File: src/rtl/arf_pkg.sv
package arf_pkg;
  typedef enum logic [1:0] {
    AM_IND  = 2'd0,
    AM_PRE  = 2'd1,
    AM_POST = 2'd2,
    AM_DISP = 2'd3
  } amode_t;

  typedef enum logic [1:0] {
    SZ_BYTE  = 2'd0,
    SZ_WORD  = 2'd1,
    SZ_LONG  = 2'd2,
    SZ_LONGX = 2'd3
  } osize_t;
endpackage

File: src/rtl/arf_step.sv
module arf_step
  import arf_pkg::*;
(
  input  osize_t     size,
  input  logic       on_sp,
  output logic [2:0] step
);
  always_comb begin
    unique case (size)
      SZ_BYTE: step = on_sp ? 3'd2 : 3'd1;
      SZ_WORD: step = 3'd2;
      default: step = 3'd4;
    endcase
  end
endmodule

File: src/rtl/arf_agen.sv
module arf_agen
  import arf_pkg::*;
#(
  parameter int REG_W  = 32,
  parameter int ADDR_W = 24,
  parameter int DISP_W = 16
) (
  input  logic [REG_W-1:0]  base,
  input  amode_t            mode,
  input  osize_t            size,
  input  logic              on_sp,
  input  logic [DISP_W-1:0] disp,
  output logic [ADDR_W-1:0] ea,
  output logic [REG_W-1:0]  new_val,
  output logic              upd,
  output logic              err
);
  logic [2:0]        step;
  logic [ADDR_W-1:0] base_lo;
  logic [ADDR_W-1:0] step_a;
  logic [ADDR_W-1:0] disp_a;
  logic [REG_W-1:0]  step_r;

  arf_step u_step (.size(size), .on_sp(on_sp), .step(step));

  assign base_lo = base[ADDR_W-1:0];
  assign step_a  = ADDR_W'(step);
  assign step_r  = REG_W'(step);
  assign disp_a  = {{(ADDR_W-DISP_W){disp[DISP_W-1]}}, disp};

  always_comb begin
    unique case (mode)
      AM_PRE:  ea = base_lo - step_a;
      AM_DISP: ea = base_lo + disp_a;
      default: ea = base_lo;
    endcase
    err     = (size != SZ_BYTE) && ea[0];
    upd     = ((mode == AM_PRE) || (mode == AM_POST)) && !err;
    new_val = (mode == AM_PRE) ? (base - step_r) : (base + step_r);
  end
endmodule

File: src/rtl/arf_bank.sv
module arf_bank #(
  parameter int REG_W  = 32,
  parameter int NREG   = 9,
  parameter int PIDX_W = 4
) (
  input  logic              clk,
  input  logic              rst_n,
  input  logic [PIDX_W-1:0] a_idx,
  output logic [REG_W-1:0]  a_data,
  input  logic [PIDX_W-1:0] b_idx,
  output logic [REG_W-1:0]  b_data,
  input  logic              upd_en,
  input  logic [PIDX_W-1:0] upd_idx,
  input  logic [REG_W-1:0]  upd_data,
  input  logic              wr_en,
  input  logic [PIDX_W-1:0] wr_idx,
  input  logic [REG_W-1:0]  wr_data
);
  logic [REG_W-1:0] regs [NREG];

  for (genvar r = 0; r < NREG; r++) begin : g_reg
    always_ff @(posedge clk or negedge rst_n) begin
      if (!rst_n)
        regs[r] <= '0;
      else if (upd_en && (upd_idx == PIDX_W'(r)))
        regs[r] <= upd_data;
      else if (wr_en && (wr_idx == PIDX_W'(r)))
        regs[r] <= wr_data;
    end
  end

  always_comb begin
    a_data = '0;
    b_data = '0;
    for (int r = 0; r < NREG; r++) begin
      if (a_idx == PIDX_W'(r)) a_data = regs[r];
      if (b_idx == PIDX_W'(r)) b_data = regs[r];
    end
  end
endmodule

File: src/rtl/addr_reg_unit.sv
module addr_reg_unit
  import arf_pkg::*;
#(
  parameter int GP_REGS = 7,
  parameter int REG_W   = 32,
  parameter int ADDR_W  = 24,
  parameter int DISP_W  = 16,
  localparam int IDX_W  = $clog2(GP_REGS + 1)
) (
  input  logic              clk,
  input  logic              rst_n,
  input  logic              super_mode,
  input  logic              req_valid,
  output logic              req_ready,
  input  logic [IDX_W-1:0]  req_reg,
  input  logic [1:0]        req_size,
  input  logic [1:0]        req_mode,
  input  logic [DISP_W-1:0] req_disp,
  output logic              res_valid,
  input  logic              res_ready,
  output logic [ADDR_W-1:0] res_addr,
  output logic              res_align_err,
  input  logic              wr_en,
  input  logic [IDX_W:0]    wr_idx,
  input  logic              wr_long,
  input  logic [REG_W-1:0]  wr_data,
  input  logic [IDX_W:0]    rd_idx,
  output logic [REG_W-1:0]  rd_data
);
  localparam int NPHYS  = GP_REGS + 2;
  localparam int PIDX_W = $clog2(NPHYS);
  localparam int USP_P  = GP_REGS;
  localparam int SSP_P  = GP_REGS + 1;
  localparam int HALF   = REG_W / 2;

  // Map a direct-port index to {valid, physical index}
  function automatic logic [PIDX_W:0] map_ext(input logic [IDX_W:0] idx, input logic sup);
    if (idx < (IDX_W+1)'(GP_REGS))
      return {1'b1, PIDX_W'(idx)};
    else if (idx == (IDX_W+1)'(GP_REGS))
      return {1'b1, sup ? PIDX_W'(SSP_P) : PIDX_W'(USP_P)};
    else if ((idx == (IDX_W+1)'(GP_REGS + 1)) && sup)
      return {1'b1, PIDX_W'(USP_P)};
    else
      return '0;
  endfunction

  logic              on_sp;
  logic [PIDX_W-1:0] req_phys;
  logic [REG_W-1:0]  req_base;
  logic [ADDR_W-1:0] ea;
  logic [REG_W-1:0]  new_val;
  logic              agen_upd, agen_err;
  logic              accept;
  logic [PIDX_W:0]   wmap, rmap;
  logic [REG_W-1:0]  wr_ext, rd_raw;

  assign on_sp    = (req_reg == IDX_W'(GP_REGS));
  assign req_phys = on_sp ? (super_mode ? PIDX_W'(SSP_P) : PIDX_W'(USP_P))
                          : PIDX_W'(req_reg);

  assign req_ready = !res_valid || res_ready;
  assign accept    = req_valid && req_ready;

  assign wmap   = map_ext(wr_idx, super_mode);
  assign rmap   = map_ext(rd_idx, super_mode);
  assign wr_ext = wr_long ? wr_data : {{HALF{wr_data[HALF-1]}}, wr_data[HALF-1:0]};
  assign rd_data = rmap[PIDX_W] ? rd_raw : '0;

  arf_agen #(.REG_W(REG_W), .ADDR_W(ADDR_W), .DISP_W(DISP_W)) u_agen (
    .base    (req_base),
    .mode    (amode_t'(req_mode)),
    .size    (osize_t'(req_size)),
    .on_sp   (on_sp),
    .disp    (req_disp),
    .ea      (ea),
    .new_val (new_val),
    .upd     (agen_upd),
    .err     (agen_err)
  );

  arf_bank #(.REG_W(REG_W), .NREG(NPHYS), .PIDX_W(PIDX_W)) u_bank (
    .clk      (clk),
    .rst_n    (rst_n),
    .a_idx    (req_phys),
    .a_data   (req_base),
    .b_idx    (rmap[PIDX_W-1:0]),
    .b_data   (rd_raw),
    .upd_en   (accept && agen_upd),
    .upd_idx  (req_phys),
    .upd_data (new_val),
    .wr_en    (wr_en && wmap[PIDX_W]),
    .wr_idx   (wmap[PIDX_W-1:0]),
    .wr_data  (wr_ext)
  );

  always_ff @(posedge clk or negedge rst_n) begin
    if (!rst_n) begin
      res_valid     <= 1'b0;
      res_addr      <= '0;
      res_align_err <= 1'b0;
    end else if (accept) begin
      res_valid     <= 1'b1;
      res_addr      <= ea;
      res_align_err <= agen_err;
    end else if (res_ready) begin
      res_valid     <= 1'b0;
    end
  end
endmodule

File: config.mk
export PLATFORM = sky130hd
export DESIGN_NAME = addr_reg_unit
export DESIGN_NICKNAME = d
export VERILOG_FILES = /design/src/rtl/arf_pkg.sv /design/src/rtl/arf_step.sv /design/src/rtl/arf_agen.sv /design/src/rtl/arf_bank.sv /design/src/rtl/addr_reg_unit.sv
export SDC_FILE = /design/constraint.sdc
export NUM_CORES = 1
export LEC_CHECK = 0
export ABC_AREA = 1
export BUFFER_PORTS_ARGS = -buffer_cell sky130_fd_sc_hd__buf_2
export CAP_MARGIN = 25
export CELL_PAD_IN_SITES_DETAIL_PLACEMENT = 1
export CELL_PAD_IN_SITES_GLOBAL_PLACEMENT = 2
export CORE_UTILIZATION = 32
export CTS_CLUSTER_SIZE = 20
export DETAILED_ROUTE_END_ITERATION = 7
export HOLD_SLACK_MARGIN = 0.05
export PLACE_DENSITY = 0.74
export SYNTH_ARGS = -nofsm -noshare
export SYNTH_HDL_FRONTEND = slang
export SYNTH_SLANG_ARGS = --single-unit
File: constraint.sdc
create_clock -name clk -period 3.05 [get_ports clk]
set_clock_uncertainty 0.05 [all_clocks]
set_input_delay 0.305 -clock clk [delete_from_list [all_inputs] [get_ports clk]]
set_output_delay 0.305 -clock clk [all_outputs]
set_load 0.02 [all_outputs]
; ---- Word-level counts from Yosys, hierarchy flattened
; Index checks and enable logic that the tools add are counted.
[totals]
ff_bits = 314
out_inout_bits = 59
elab_cells = 147
[classes]
n_eq_ne = 33
mux = 52
n_addsub = 4
n_lt_le_gt_ge = 2
n_reduce_logical = 44
[op_table]
columns = cell, count
row1 = $mux 32, 39
row2 = $eq 4x3->1 const B, 14
row3 = $pmux 24 s2, 1
row4 = $add 32x3->32, 1
row5 = $sub 32x3->32, 1
row6 = $mux 5, 6
row7 = $logic_and 1x1->1, 25
row8 = $add 24x24->24, 1
row9 = $eq 4x2->1 const B, 6
row10 = $sub 24x3->24, 1
row11 = $reduce_bool 2->1, 11
row12 = $eq 4x4->1 const B, 5
row13 = $eq 4x1->1 const B, 3
row14 = $logic_not 4->1, 3
row15 = $lt 4x3->1 const B, 2
row16 = $mux 4, 2
row17 = $pmux 3 s2, 1
row18 = $eq 2x1->1 const B, 2
row19 = $eq 2x2->1 const B, 2
row20 = $eq 3x3->1 const B, 1
row21 = $logic_not 1->1, 2
row22 = $logic_not 2->1, 1
row23 = $logic_or 1x1->1, 2
row24 = $mux 1, 2
row25 = $mux 2, 1

; ---- Logic depth before layout (Yosys ltp)
; Gate-level depths: netlist of run 1.
[logic_depth]
depth_word = 20
depth_mapped = 26
mapped_depth_nobuf = 25

; ---- Modules after synthesis
; Synthesis of run 1 repeated with hierarchy kept, for this count alone.
[unflattened]
cells_unflattened = 3839
hier_area_um2 = 23914.2
[by_module_without_submodules]
columns = mod, cells_per_inst, n_inst, area_each_um2
row1 = arf_bank, 2678, 1, 17773.3
row2 = arf_agen, 917, 1, 4426.7
row3 = addr_reg_unit, 237, 1, 1685.4
row4 = arf_step, 7, 1, 28.8

; ---- Worst setup path after synthesis of run 1
; No wires, ideal clock.
[synth_timing]
path_type = in2reg
start = in req_reg[2]
end = reg u_bank.regs[122] (netlist bit)
path_buffers = 3
cell_stages = 23
setup_time_ns = 0.117
setup_slack_ns = -0.461
t_arrival_ns = 3.345
cell_sequence = buf_4 -> nor2_2 -> nand2_2 -> inv_2 -> clkbuf_1 -> nand2_1 -> o211ai_1 -> a211oi_1 -> a41oi_1 -> ha_1 -> clkbuf_1 -> a21oi_1 -> inv_1 -> a31oi_1 -> inv_1 -> a21oi_1 -> nor2_1 -> a211oi_1 -> nand2_1 -> nand2_2 -> nand3_1 -> nand2_1 -> nand2_1
[synth_between]
elab_chain_cells = 20
word_cells_on_any_way = 35
cone_classes = add/sub: 4 / eq/ne: 9 / mux: 15 / reduce/logical: 7
[synth_lines]
columns = element, line_no
row1 = "start, declared", addr_reg_unit.sv:15  ; input logic [IDX_W-1:0] req_reg,
row2 = $eq 3x3->1, addr_reg_unit.sv:58  ; assign on_sp = (req_reg == IDX_W'(GP_REGS));
row3 = $mux 4, addr_reg_unit.sv:59  ; assign req_phys = on_sp ? (super_mode ? PIDX_W'(SSP_P) : PIDX_W'(USP_P))
row4 = $logic_not 4->1, arf_bank.sv:36  ; if (a_idx == PIDX_W'(r)) a_data = regs[r];
row5 = $mux 32 (9 in a row), arf_bank.sv:36
row6 = $add 24x24->24 / $sub 24x3->24 (equally long branches), "arf_agen.sv:34, arf_agen.sv:33"
row7 = $pmux 24 s2, arf_agen.sv:32  ; unique case (mode)
row8 = $logic_and 1x1->1, arf_agen.sv:37  ; err = (size != SZ_BYTE) && ea[0];
row9 = $logic_not 1->1, arf_agen.sv:38  ; upd = ((mode == AM_PRE) || (mode == AM_POST)) && !err;
row10 = $logic_and 1x1->1, arf_agen.sv:38
row11 = $logic_and 1x1->1, addr_reg_unit.sv:89  ; .upd_en (accept && agen_upd),
row12 = $logic_and 1x1->1, arf_bank.sv:25  ; else if (upd_en && (upd_idx == PIDX_W'(r)))
row13 = $mux 32 / $reduce_bool 2->1 (equally long branches), --
row14 = "end signal, assigned by index", arf_bank.sv:26  ; regs[r] <= upd_data;
row15 = "end signal, assigned by index", arf_bank.sv:28  ; regs[r] <= wr_data;
row16 = "end, declared", arf_bank.sv:19  ; logic [REG_W-1:0] regs [NREG];
; Parallel ways exist; a longest one is shown, timed or not.
; A chain may end at the register's enable or synchronous reset.

; ---- Final worst setup path of run 1
[layout_timing]
start = reg u_bank.regs[176] (netlist bit)
end = reg u_bank.regs[95] (netlist bit)
[layout_between]
elab_chain_cells = 9
word_cells_on_any_way = 10
cone_classes = add/sub: 2 / mux: 8
[layout_lines]
columns = element, line_no
row1 = $mux 32 (*) (6 in a row), arf_bank.sv:36
row2 = $add 32x3->32 / $sub 32x3->32 (equally long branches), arf_agen.sv:39  ; new_val = (mode == AM_PRE) ? (base - step_r) : (base + step_r);
row3 = $mux 32 (*), arf_agen.sv:39
row4 = $mux 32 (*), arf_bank.sv:25
; Mark *: on every way between the ends. The rest lies on a longest branch, timed or not.

==> flow_metrics.tcl, run 1 <==
set metrics [dict create \
    cts_buffers 42 \
    die_area_mm2 0.0719 \
    drive_above_1_share_pct 46.5 \
    antenna_found_initial 1 \
    first_iter_violations 2250 \
    synth_seq_cells 314 \
    ctsLongestPathBuffers 3 \
    clkTransAtPathRegs_ns 0.06 \
    layout_common_cells "733 x buf_4, 697 x nand2_1, 313 x dfrtp_1, 274 x inv_1, 185 x o21ai_0" \
    fin_nets 4419 \
    clk_latency_ns 0.62 \
    final.min_clock_period_ns 3.55 \
    synth.area.top_cells "dfrtp_1 35%, nand2_1 14%, o21ai_0 6.7%" \
    violations "setup timing" \
    setup_ws_ns -0.500 \
    regArea_mm2 0.00786 \
    clock_sinks 314 \
    power.total_mw 29.5 \
    grt_overflow_total 0 \
    first_pass_iters 5 \
    final_common_cell "buf_4" \
    rsz0062_at_grt "yes" \
    max-cap-violations 0 \
    die_h_um 268 \
    p_leak_nw 18.0 \
    avgViaCountPerCell 5.70 \
    slew_headroom_pct 44.8 \
    cts_tree "built" \
    die_width_um 268 \
    design_area_mm2 0.0389 \
    antenna_left 0 \
    max_freq_mhz 282 \
    synth_ff_type "dfrtp_1" \
    cts-root-buf "clkbuf_16" \
    critical_path_arrival_ns 3.96 \
    netlist_area_mm2 0.0227 \
    vdd_drop_max_mv 0.466 \
    grt_pass1_vias 30845 \
    drc 0 \
    path_max_fanout 7 \
    run_status "finished, violations left" \
    criticalPathCategory "reg -> reg" \
    start_kind "flip-flop" \
    synth_cell_types 64 \
    synth_edf_count 0 \
    tns_ns -66.94 \
    fill_cells 8335 \
    io_pins 129 \
    wl_per_cell_um 27.6 \
    end_kind "flip-flop" \
    start_util_pct 32.4 \
    grtUsageTotal_pct 37.1 \
    yosys.area.top_type "dfrtp_1" \
    slew_viol_final 0 \
    synth_fp_nets 3448 \
    grt_max_degree 79 \
    wirelength_um 145000 \
    grt_pass1_wl_um 196000 \
    num_rows 97 \
    p_per_area_mw_per_mm2 759 \
    async_reset_ff_share_pct 100 \
    synth_cells 3321 \
    htreeDepth 2 \
    hpwl_um 104000 \
    vias 29999 \
    syn_area_per_cell_um2 6.82 \
    finalSetupViolations 301 \
    hp-class "in -> reg" \
    gp_congestion 0.972 \
    syn_to_final_growth_pct 71.5 \
    place_area_mm2 0.0310 \
    ys_seq_area_share_pct 34.7 \
    port_buffers 128 \
    tightestPinTransition_ns 0.829 \
    post-route-period-util_pct 116 \
    multi_input_area_mm2 0.0172 \
    synth_top_area_share_pct 34.7 \
    finalHoldViolations 0 \
    design.core.area_mm2 0.0700 \
    yosysWarnings 0 \
    cp_data_required_time_ns 3.46 \
]
==> synth_stat cells, types with 2 or more instances <==
cell       number
inv_2          32
a41oi_1         8
a21oi_1       231
xor2_1         13
nor4_1          7
or2_2          32
nand2_2        30
o21ai_1        19
o211ai_1      165
nor2_4          8
a22oi_1         6
ha_1           55
nor2_1        197
nand4_1        36
clkbuf_2        4
buf_4           8
nand2_1       871
xnor2_2         2
a31oi_1         9
buf_2          54
clkbuf_1       73
buf_1          10
nand3_2         4
a21o_1          4
nand3_1       280
and3_1          2
xor2_2          5
inv_1         367
o21ai_0       305
dfrtp_1       314
a221oi_1        6
nor3_1         17
o21ai_2         4
o22ai_1        39
clkinv_1        3
or2_0           2
o221ai_1       21
a211oi_1       20
o2111ai_1       6
nor2_2         11
fa_1            2
o21a_1         13
o21bai_1        5
==> area by class of cell <==
cell class,instances,area share (%)
Antenna cell,1,0.00644
Clock buffer,67,3.23
Clock inverter,7,0.283
Inverter,403,4.40
Multi-Input combinational cell,2460,44.2
Sequential cell,314,20.2
Tap cell,940,3.03
Timing Repair Buffer,1068,24.6
Timing Repair inverter,3,0.0869
==> final timing paths <==
check | start | end | slack (ns) | cells after the start
setup / recovery | u_bank.regs[176]$_DFFE_PN0P_ | u_bank.regs[95]$_DFFE_PN0P_ | -0.50 | 20
hold / removal | wr_data[22] | u_bank.regs[118]$_DFFE_PN0P_ | 0.09 | 5
setup reg to reg | u_bank.regs[176]$_DFFE_PN0P_ | u_bank.regs[95]$_DFFE_PN0P_ | -0.50 | 20
hold reg to reg | res_addr[15]$_DFFE_PN0P_ | res_addr[15]$_DFFE_PN0P_ | 0.42 | 2
max in group asynchronous | rst_n | u_bank.regs[267]$_DFFE_PN0P_ | 1.75 | 3
min in group asynchronous | rst_n | res_addr[5]$_DFFE_PN0P_ | 0.26 | 2
==> sequential cells by signal (all words and copies together) (netlist names) <==
| signal | cells |
|---|---|
| u_bank.regs | 288 |
| res_valid | 1 |
| res_align_err | 1 |
| res_addr | 24 |
==> through the flow <==
stage	std cells	hold WS [ns]	util, %	worst slack (ns)
final	5263	0.0856	55.5	-0.500
after CTS	5139	0.0717	48.6	-0.499
after global routing	5262	0.130	55.5	-0.600
after floorplan	3321	-0.0406	-	-0.125
after detailed placement	5018	0.329	44.2	-1.52
after global placement	5018	0.315	44.2	-1.43
==> worst max-delay path: stages, from the launching register on <==
cell and delay, ns:
dfrtp_1 0.37, inv_2 0.06, nor2_2 0.04, a2111oi_2 0.35
buf_4 0.18, o211ai_1 0.14, o22ai_2 0.27, inv_2 0.11
ha_4 0.26, a21oi_2 0.14, inv_2 0.07, a31oi_4 0.17
buf_6 0.14, o21ai_4 0.06, nand3_2 0.08, o311ai_2 0.09
a21oi_1 0.16, buf_4 0.22, nand3_4 0.18, nand3_2 0.13
o211ai_1 0.10
==> cells by family after synthesis <==
group	Yosys count	share of synthesized area (%)
AND/OR/NAND/NOR	1506	28.7
AO/OA/AOI/OAI	871	22.8
buffers and inverters	552	9.61
flip-flops	314	34.7
adder cells (fa/ha/maj)	57	3.21
XOR/XNOR	21	1.04
==> power by group <==
part	switching [mW]	total, mW	internal, mW
clock network	2.24	5.16	2.92
logic	9.70	17.4	7.68
registers	1.16	6.97	5.81
==> routing by layer <==
metal	vias to the layer above	global-route usage, %	routed length [um]
li1	13186	-	-
met1	15072	44.9	56900
met2	1244	62.3	68400
met3	495	4.37	8740
met4	2	23.9	11200
met5	-	0	9
==> what timing repair did <==
item / CTS / global route
pin swaps: 68 / 284
gates cloned: 3 / 24
hold buffers: 15 / 0
setup buffers: 34 / 111
setup endpoints to repair: 341 / 341
hold endpoints to repair: 104 / 0
gates resized for setup: 316 / 931
(Power assumes the default switching activity.)
==> run 2: changes to the inputs <==
- CTS_BUF_LIST: unset -> sky130_fd_sc_hd__clkbuf_8 sky130_fd_sc_hd__clkbuf_16
- SETUP_SLACK_MARGIN: unset -> 0.02
==> run 2 against run 1 <==
The flow still finishes with violations (setup timing). Register-to-register slack worse by 0.07 ns. Final cell count is 0.91% higher. Clock power is 1% lower. Flip-flop and latch count stayed put. Via count is 2.7% higher. Utilization is 0.71 points higher. Critical path depth is 2 higher. Maximum frequency is 2.0% lower. Setup slack worse by 0.072 ns. Critical path type unchanged. Critical endpoint unchanged. Largest cell class unchanged.
==> flow_metrics.tcl, run 2 (same netlist as run 1, synthesis figures left out) <==
set metrics [dict create \
    finalSetupViolations 323 \
    p_per_area_mw_per_mm2 764 \
    wl_per_cell_um 28.4 \
    grt_pass1_wl_um 205000 \
    place_ws_ns -1.49 \
    num_rows 97 \
    layout_common_cells "778 x buf_4, 707 x nand2_1, 314 x dfrtp_1, 283 x inv_1, 184 x o21ai_0" \
    vdd_drop_max_mv 0.487 \
    path_max_fanout 7 \
    fin_nets 4464 \
    largest_register_ffs 288 \
    post-route-period-util_pct 119 \
    grt_max_degree 82 \
    setup_ws_ns -0.572 \
    slew_headroom_pct 29.0 \
    critical_path_arrival_ns 4.02 \
    design_area_mm2 0.0394 \
    design.core.area_mm2 0.0700 \
    rr_worst_depth 22 \
    rsz0062_at_grt "yes" \
    grt_util_met3_pct 5.17 \
    criticalPathCategory "reg -> reg" \
    run_status "finished, violations left" \
    first_pass_iters 5 \
    io_pins 129 \
    antenna_found_initial 1 \
    cts_buffers 43 \
    top_usage_layer "met2" \
    drc 0 \
    drive_above_1_share_pct 47.5 \
    place_area_mm2 0.0314 \
    ctsLongestPathBuffers 3 \
    cts-root-buf "clkbuf_16" \
    largest_registers "u_bank.regs (288), res_addr (24)" \
    die_h_um 268 \
    start_util_pct 32.4 \
    grt_pass1_vias 31232 \
    final_common_cell "buf_4" \
    start_kind "flip-flop" \
    grtUsageTotal_pct 39.0 \
    slew_viol_final 0 \
    htreeDepth 2 \
    violations "setup timing" \
    clkTransAtPathRegs_ns 0.06 \
    p_leak_nw 18.3 \
    met2_usage_pct 64.3 \
    final.min_clock_period_ns 3.62 \
    final_util_pct 56.2 \
    hold_depth 3 \
    max-cap-violations 0 \
    hp-class "in -> reg" \
    grt_overflow_total 0 \
    wirelength_um 151000 \
    die_width_um 268 \
    max_freq_mhz 276 \
    tightestPinTransition_ns 1.06 \
    gp_congestion 0.990 \
    clk_latency_ns 0.61 \
    use_met1_pct 47.9 \
    vias 30803 \
    cts_tree "built" \
    hpwl_um 107000 \
    end_kind "flip-flop" \
    antenna_left 0 \
    cp_data_required_time_ns 3.45 \
    die_area_mm2 0.0719 \
    top_register "u_bank.regs" \
    avgViaCountPerCell 5.80 \
    first_iter_violations 2727 \
    clock_sinks 314 \
    port_buffers 128 \
    finalHoldViolations 0 \
    syn_to_final_growth_pct 73.7 \
]
==> run 2: cell types whose count changed in the layout (fill, tap and decap cells not counted), moves of 9 or more <==
cell and delta:
buf_4 +45, inv_2 +11, clkbuf_16 -11, nor2_4 +9, clkbuf_1 -15, nor2_2 -11
nand2_1 +10, inv_1 +9
==> run 2: layout make-up <==
type | instances | area, um2
Fill cell | 8367 | 30700
Timing Repair inverter | 1 | 11.3
Inverter | 403 | 1640
Sequential cell | 314 | 7860
Multi-Input combinational cell | 2460 | 17400
Timing Repair Buffer | 1114 | 9890
Clock buffer | 55 | 1240
Clock inverter | 22 | 130
Tap cell | 940 | 1180
Antenna cell | 2 | 5.00
==> run 2: report_power, final <==
part | internal, mW | switching [mW]
Clock | 2.86 | 2.24
Sequential | 5.81 | 1.22
Combinational | 7.85 | 10.1
==> run 2: final timing paths <==
check | start | endpoint | slack (ns)
worst max-delay path | u_bank.regs[176]$_DFFE_PN0P_ | u_bank.regs[95]$_DFFE_PN0P_ | -0.57
worst min-delay path | wr_data[15] | u_bank.regs[239]$_DFFE_PN0P_ | 0.08
worst max register to register | u_bank.regs[176]$_DFFE_PN0P_ | u_bank.regs[95]$_DFFE_PN0P_ | -0.57
worst min register to register | res_addr[19]$_DFFE_PN0P_ | res_addr[19]$_DFFE_PN0P_ | 0.43
max in group asynchronous | rst_n | u_bank.regs[135]$_DFFE_PN0P_ | 1.78
min in group asynchronous | rst_n | u_bank.regs[32]$_DFFE_PN0P_ | 0.26
==> run 2: metrics by stage <==
stage                     power (mW)  setup TNS, ns  hold slack [ns]  cells
final                           30.1         -95.92           0.0765   5311
after global routing            31.2        -120.93           0.0907   5309
after CTS                       26.8         -79.36           0.0509   5220
after detailed placement        19.8        -331.98            0.364   5046
after global placement          19.4        -316.59            0.369   5046
after floorplan                 12.3          -5.23          -0.0406   3321
==> run 2: critical path, cell delays in order (launching register included) <==
cell	delay, ns
dfrtp_1	0.38
inv_2	0.06
nor2_2	0.04
a2111oi_2	0.35
buf_4	0.18
o211ai_1	0.12
o22ai_1	0.18
buf_4	0.19
inv_4	0.05
ha_4	0.23
a21oi_2	0.11
inv_1	0.07
a31oi_1	0.17
buf_4	0.17
o21ai_4	0.07
nand3_2	0.10
o311ai_4	0.10
a21oi_2	0.16
buf_6	0.16
buf_6	0.11
nand3_4	0.15
nand3_2	0.12
o211ai_1	0.12
==> run 2: repair_timing <==
item                                   CTS  global route
endpoints found under the hold margin   93             0
gates cloned                             6             9
pin swaps                              136           312
hold buffers                            14             0
setup buffers                           84            91
setup endpoints to repair              337           340
gates resized for setup                489           771
==> run 2: metal layers <==
| layer | part of all wire (%) | vias to the layer above |
|---|---|---|
| li1 | - | 13295 |
| met1 | 39 | 15582 |
| met2 | 47 | 1421 |
| met3 | 6.2 | 503 |
| met4 | 7.9 | 2 |
| met5 | 0.0066 | - |
